`src/rtl/crc_pkg.sv`:
```
package crc_pkg;
  localparam int DATA_W  = 32;
  localparam int LANES   = DATA_W / 8;
  localparam int CFG_W   = 6;

  typedef enum logic [1:0] {
    POLY_CCITT = 2'd0,
    POLY_C16   = 2'd1,
    POLY_C32   = 2'd2,
    POLY_C32B  = 2'd3
  } poly_sel_e;

  typedef enum logic [1:0] {
    LOC_CFG   = 2'd0,
    LOC_START = 2'd1,
    LOC_DATA  = 2'd2,
    LOC_NONE  = 2'd3
  } loc_e;

  localparam logic [15:0] GEN_CCITT = 16'h1021;
  localparam logic [15:0] GEN_C16   = 16'h8005;
  localparam logic [31:0] GEN_C32   = 32'h04C11DB7;

  function automatic logic sel_is_wide(input logic [1:0] sel);
    return sel[1];
  endfunction
endpackage

```
`src/rtl/crc_in_cond.sv`:
```
module crc_in_cond
  import crc_pkg::*;
#(
  parameter int LN = LANES
) (
  input  logic [8*LN-1:0] raw,
  input  logic            rev_en,
  input  logic            inv_en,
  output logic [8*LN-1:0] cooked
);
  for (genvar g = 0; g < LN; g++) begin : g_lane
    logic [7:0] lane_in;
    logic [7:0] lane_rev;
    assign lane_in = raw[8*g +: 8];
    always_comb begin
      for (int b = 0; b < 8; b++) lane_rev[b] = lane_in[7-b];
    end
    assign cooked[8*g +: 8] = (rev_en ? lane_rev : lane_in) ^ {8{inv_en}};
  end
endmodule

```
`src/rtl/crc_byte_step.sv`:
```
module crc_byte_step
  import crc_pkg::*;
(
  input  logic [31:0] rem_in,
  input  logic [7:0]  din,
  input  logic [1:0]  sel,
  output logic [31:0] rem_out
);
  logic [15:0] gen16;
  assign gen16 = (sel == POLY_CCITT) ? GEN_CCITT : GEN_C16;

  always_comb begin
    logic [31:0] r;
    logic        fb;
    r = rem_in;
    for (int i = 7; i >= 0; i--) begin
      if (sel_is_wide(sel)) begin
        fb = r[31] ^ din[i];
        r  = {r[30:0], 1'b0} ^ (fb ? GEN_C32 : 32'h0);
      end else begin
        fb = r[15] ^ din[i];
        r  = {16'h0, r[14:0], 1'b0} ^ {16'h0, (fb ? gen16 : 16'h0)};
      end
    end
    rem_out = r;
  end
endmodule

```
`src/rtl/crc_sum_post.sv`:
```
module crc_sum_post
  import crc_pkg::*;
(
  input  logic [31:0] rem,
  input  logic [1:0]  sel,
  input  logic        rev_en,
  input  logic        inv_en,
  output logic [31:0] sum
);
  logic [31:0] rev32;
  logic [15:0] rev16;

  always_comb begin
    for (int b = 0; b < 32; b++) rev32[b] = rem[31-b];
    for (int b = 0; b < 16; b++) rev16[b] = rem[15-b];
  end

  always_comb begin
    if (sel_is_wide(sel)) begin
      sum = (rev_en ? rev32 : rem) ^ {32{inv_en}};
    end else begin
      sum = {16'h0, (rev_en ? rev16 : rem[15:0]) ^ {16{inv_en}}};
    end
  end
endmodule

```
`src/rtl/crc_engine_top.sv`:
```
module crc_engine_top
  import crc_pkg::*;
(
  input  logic        clk,
  input  logic        rst_n,
  input  logic        bus_sel,
  input  logic        bus_wr,
  input  logic [1:0]  bus_addr,
  input  logic [1:0]  bus_size,
  input  logic [31:0] bus_wdata,
  output logic [31:0] bus_rdata
);
  logic [CFG_W-1:0] cfg_q, cfg_d;
  logic [31:0]      start_q, start_d;
  logic [31:0]      rem_q, rem_d;
  logic             cfg_en, start_en, rem_en, data_wr;

  logic [1:0] poly_sel;
  assign poly_sel = cfg_q[1:0];

  // Access decode
  assign cfg_en   = bus_sel && bus_wr && (bus_addr == LOC_CFG);
  assign start_en = bus_sel && bus_wr && (bus_addr == LOC_START);
  assign data_wr  = bus_sel && bus_wr && (bus_addr == LOC_DATA);
  assign rem_en   = start_en || data_wr;

  // Input conditioning
  logic [DATA_W-1:0] cooked;
  crc_in_cond #(.LN(LANES)) u_in (
    .raw(bus_wdata), .rev_en(cfg_q[2]), .inv_en(cfg_q[3]), .cooked(cooked)
  );

  // Byte chain, LSB lane first
  logic [31:0] chain [LANES+1];
  assign chain[0] = rem_q;
  for (genvar g = 0; g < LANES; g++) begin : g_step
    crc_byte_step u_step (
      .rem_in(chain[g]), .din(cooked[8*g +: 8]), .sel(poly_sel), .rem_out(chain[g+1])
    );
  end

  logic [31:0] folded;
  always_comb begin
    unique case (bus_size)
      2'd0:    folded = chain[1];
      2'd1:    folded = chain[2];
      default: folded = chain[LANES];
    endcase
  end

  // Next state
  always_comb begin
    cfg_d   = bus_wdata[CFG_W-1:0];
    start_d = bus_wdata;
    rem_d   = start_en ? bus_wdata : folded;
  end

  // Registers with explicit enables
  always_ff @(posedge clk or negedge rst_n) begin
    if (!rst_n) begin
      cfg_q   <= '0;
      start_q <= '0;
      rem_q   <= '0;
    end else begin
      if (cfg_en)   cfg_q   <= cfg_d;
      if (start_en) start_q <= start_d;
      if (rem_en)   rem_q   <= rem_d;
    end
  end

  // Output post-processing and read mux
  logic [31:0] sum;
  crc_sum_post u_post (
    .rem(rem_q), .sel(poly_sel), .rev_en(cfg_q[4]), .inv_en(cfg_q[5]), .sum(sum)
  );

  always_comb begin
    unique case (bus_addr)
      LOC_CFG:   bus_rdata = {{(32-CFG_W){1'b0}}, cfg_q};
      LOC_START: bus_rdata = start_q;
      LOC_DATA:  bus_rdata = sum;
      default:   bus_rdata = '0;
    endcase
  end

  // Assertions
  assert_start_load_R3: assert property (@(posedge clk) disable iff (!rst_n)
    start_en |=> (rem_q == $past(bus_wdata)) && (start_q == $past(bus_wdata)));

  assert_cfg_readback_R2: assert property (@(posedge clk) disable iff (!rst_n)
    cfg_en |=> (cfg_q == $past(bus_wdata[CFG_W-1:0])));

  assert_read_no_effect_R10: assert property (@(posedge clk) disable iff (!rst_n)
    (!(bus_sel && bus_wr)) |=> ($stable(rem_q) && $stable(cfg_q) && $stable(start_q)));

  assert_narrow_upper_zero_R4: assert property (@(posedge clk) disable iff (!rst_n)
    (data_wr && !sel_is_wide(poly_sel)) |=> (rem_q[31:16] == 16'h0));

  assert_narrow_sum_zero_R9: assert property (@(posedge clk) disable iff (!rst_n)
    (bus_addr == LOC_DATA && !sel_is_wide(poly_sel)) |-> (bus_rdata[31:16] == 16'h0));

  assert_hole_reads_zero_R13: assert property (@(posedge clk) disable iff (!rst_n)
    (bus_addr == LOC_NONE) |-> (bus_rdata == 32'h0));
endmodule

```
`config.mk`:
```
export PLATFORM = sky130hd
export DESIGN_NAME = crc_engine_top
export DESIGN_NICKNAME = d
export VERILOG_FILES = /design/src/rtl/crc_pkg.sv /design/src/rtl/crc_in_cond.sv /design/src/rtl/crc_byte_step.sv /design/src/rtl/crc_sum_post.sv /design/src/rtl/crc_engine_top.sv
export SDC_FILE = /design/constraint.sdc
export NUM_CORES = 1
export LEC_CHECK = 0
export ABC_AREA = 1
export BUFFER_PORTS_ARGS = -buffer_cell sky130_fd_sc_hd__buf_2
export CAP_MARGIN = 20
export CORE_ASPECT_RATIO = 0.6
export CORE_MARGIN = 5
export CORE_UTILIZATION = 60
export DETAILED_ROUTE_END_ITERATION = 12
export PLACE_DENSITY = 0.78
export SLEW_MARGIN = 0
export SYNTH_ARGS = -nofsm -noshare
export SYNTH_HDL_FRONTEND = slang
export SYNTH_SLANG_ARGS = --single-unit
```
`constraint.sdc`:
```
create_clock -name clk -period 21.3 [get_ports clk]
set_clock_uncertainty 0.15 [all_clocks]
set_input_delay 2.13 -clock clk [delete_from_list [all_inputs] [get_ports clk]]
set_output_delay 2.13 -clock clk [all_outputs]
set_load 0.02 [all_outputs]
```
==> results.md <==
* Run status: finished, final reports clean
* Critical path capture point type: flop
* Clock transition at path regs at approximately 0.070 ns
* Worst stage delay on the critical path at ~0.36 ns
* Row Count at 39
* Initial Utilization at 61.2%
* Nature of the critical path startpoint: primary input
* TritonCTS clock tree: done
* Share of synthesized registers carrying an async set or reset at 100%
* CP Data Required Time at about 21 ns
* Setup Buffers After CTS at 0
* Filler cells at 1812
* Iteration-0 DRC Markers at 2195
* Yosys warning count at 0
* Drt via density at 6.39
* Mapped cell area at between 10000 and 15000 sq um
* Reg2reg start: cfg_q[0]
* Skew-Pair Late Insertion Delay at 0.34 ns
* RSZ-0062 raised after global routing: no
* Quantity of I/O buffers inserted on ports at 71
* Tmin final at roughly 13 ns
* DRC at 0
* Mapped Nets at about 1.9k
* Final hold vios at 0
* Worst slew margin at 23.0%
* Hold WC Path Type: reg -> reg
* DP HPWL at 40500 um
* Post-synthesis cell type count at 45
* Synth area leaders: xor2_1 20%, dfrtp_1 15%, nand2_1 15%, o21ai_0 6.9%, inv_1 6.9%
* CP arrival at 13.52 ns
* Antenna Cells at 0
* Die extent in x at roughly 190 um
* Max Cap Violations at 0
* Routability congestion estimate at 1.09
* Drt total wl at roughly 50000 um
* Main synth FF type: dfrtp_1
* Layout cells sized above 1 at between 10% and 20%
* Clk sinks at 70
* First-pass GRT wire length at 73700 um
* Final net count at between 1.5k and 2k
* Die area at 22400 sq um
* Post-detailed-route wirelength per cell at 23.7 um
* Die Y at ~120 um
* Vias in the first global route at approximately 12k
* Pre-antenna DRT Iters at 10
* Synth Area per Inst at ~6.3 sq um
* Post-CTS Resized at 0
* Mapped Cells at 1857
* Antenna-violating nets left at 0
* Clk root buf: clkbuf_16
* Final worst path period share at a little over three fifths
* WHS Path Cells at 2
* Sum Neg Setup Slack at 0 ns
* Total number of vias at 13.6k
* Post-CTS Hold Buffers at 0
* CP startpoint: bus_wdata[6]
* Max Slew Vio Count at 0
* Worst Tran Pin Value at 1.14 ns
* Final setup fails at 0
* Dpl cell area at 12100 sq um
* Synth-to-layout area growth at 6.14%
* Critical path class: in -> reg
* H-tree levels at 3
* Global Route Usage Sum at between 40% and 50%
* Max Buffers Root-to-Sink at 2
* Synth top cells by count: 455 x nand2_1, 271 x xor2_1, 213 x inv_1, 160 x o21ai_0, 132 x nand3_1
* Final instance area at between 10000 and 15000 sq um
* Most frequent cell after synthesis: nand2_1
* Initial antenna violation count at 0
* Post-synth top area cell: xor2_1
* # IOs at 72
* Top cell by count, worst path: nand2_1
* Core area at 19000 sq um
* Reg2reg path depth at around 110
* Inserted Clock Buffers at 9
* Post-synth EDFFs at 0
* Largest net degree at the start of global routing at a little over 70
* HP Start: start_q[4]
* F_max at ~0.075 GHz
* Sequential share of the synthesized area at 15.1%
* Area fraction of the dominant cell type after synthesis at 20.4%
* Critical Path Fanout Max at 7
* Synth Register Bits at 70
* Slowest stage cell on the critical path: xor2_1
* Total global routing overflow at 0
==> cell families after synthesis <==
| kind of cell | Yosys count | share of synthesized area (%) |
|---|---|---|
| xor+xnor | 336 | 25.5 |
| buf+inv | 304 | 10.6 |
| simple gates | 812 | 31.5 |
| flops | 70 | 15.1 |
| mux | 2 | 0.183 |
| compound gates | 333 | 17.1 |
==> layout by cell type (no fill, tap or decap), types with 3 or more instances in the layout <==
| cell type | synthesis | layout |
|---|---|---|
| o22ai_1 | 34 | 34 |
| buf_4 | 13 | 18 |
| buf_2 | 16 | 71 |
| xor2_1 | 271 | 271 |
| o21ai_2 | 4 | 4 |
| o221ai_1 | 37 | 37 |
| o211ai_1 | 8 | 8 |
| nand4_1 | 24 | 24 |
| inv_2 | 8 | 9 |
| inv_1 | 213 | 212 |
| o21ai_0 | 160 | 160 |
| a21oi_1 | 37 | 37 |
| o21ai_1 | 5 | 5 |
| xor2_2 | 4 | 4 |
| a221oi_1 | 3 | 3 |
| dfrtp_1 | 70 | 69 |
| or2_2 | 18 | 18 |
| nand3_2 | 32 | 32 |
| nand3_1 | 132 | 132 |
| a21oi_2 | 3 | 3 |
| o21bai_1 | 3 | 3 |
| nand2_1 | 455 | 455 |
| nor2_1 | 98 | 97 |
| nand2_2 | 45 | 45 |
| xnor2_1 | 61 | 61 |
| clkinv_1 | 3 | 3 |
| a31oi_1 | 29 | 29 |
| clkbuf_16 | 0 | 9 |
==> area by class of cell <==
class                      count  area, sq um  area share [%]
sequential                    70         1750            14.2
multi-input combinational   1483         8660            70.1
timing repair buffer          89          490            3.97
clock buffer                  10          239            1.93
clock inverter                 5         60.1           0.486
inverter                     224          841            6.81
tap                          246          308            2.49
==> worst max-delay path, delay by kind of cell <==
family | cells | cell delay [ns]
AO/OA/AOI/OAI | 3 | 0.56
XOR/XNOR | 2 | 0.54
buffers and inverters | 3 | 0.44
AND/OR/NAND/NOR | 98 | 9.88
==> metal layers <==
metal	track usage (%)	up-vias	share of wire (%)
met5	0.905	-	0
met4	7.45	0	2.5
met3	28.9	131	22
met2	52.9	1160	35
met1	62.3	6235	40
li1	-	6068	-
==> flip-flops by register name (all words and copies together), names as in the netlist <==
register	flops
cfg_q	6
rem_q	32
start_q	32
==> through the flow <==
| stage | util [%] | hold slack (ns) | std cells | worst slack (ns) |
|---|---|---|---|---|
| 5_1_grt | 64.9 | 0.380 | 2127 | 6.73 |
| 3_3_place_gp | 63.3 | 0.313 | 2112 | 8.56 |
| 2_1_floorplan | - | 0.292 | 1857 | 10.48 |
| 4_1_cts | 64.9 | 0.348 | 2127 | 8.30 |
| 6_report | 64.9 | 0.352 | 2127 | 7.90 |
| 3_5_place_dp | 63.3 | 0.335 | 2112 | 7.98 |
==> path summary, 6_finish.rpt <==
check,end,slack (ns)
min reg2reg,start_q[4],0.35
max reg2reg,rem_q[2],8.57
min in group asynchronous,start_q[31],1.84
min,start_q[4],0.35
max in group asynchronous,cfg_q[1],18.43
max,rem_q[2],7.90
Power is not shown: default switching activity piles up to over one toggle a cycle in this logic, so the estimate is an artifact.
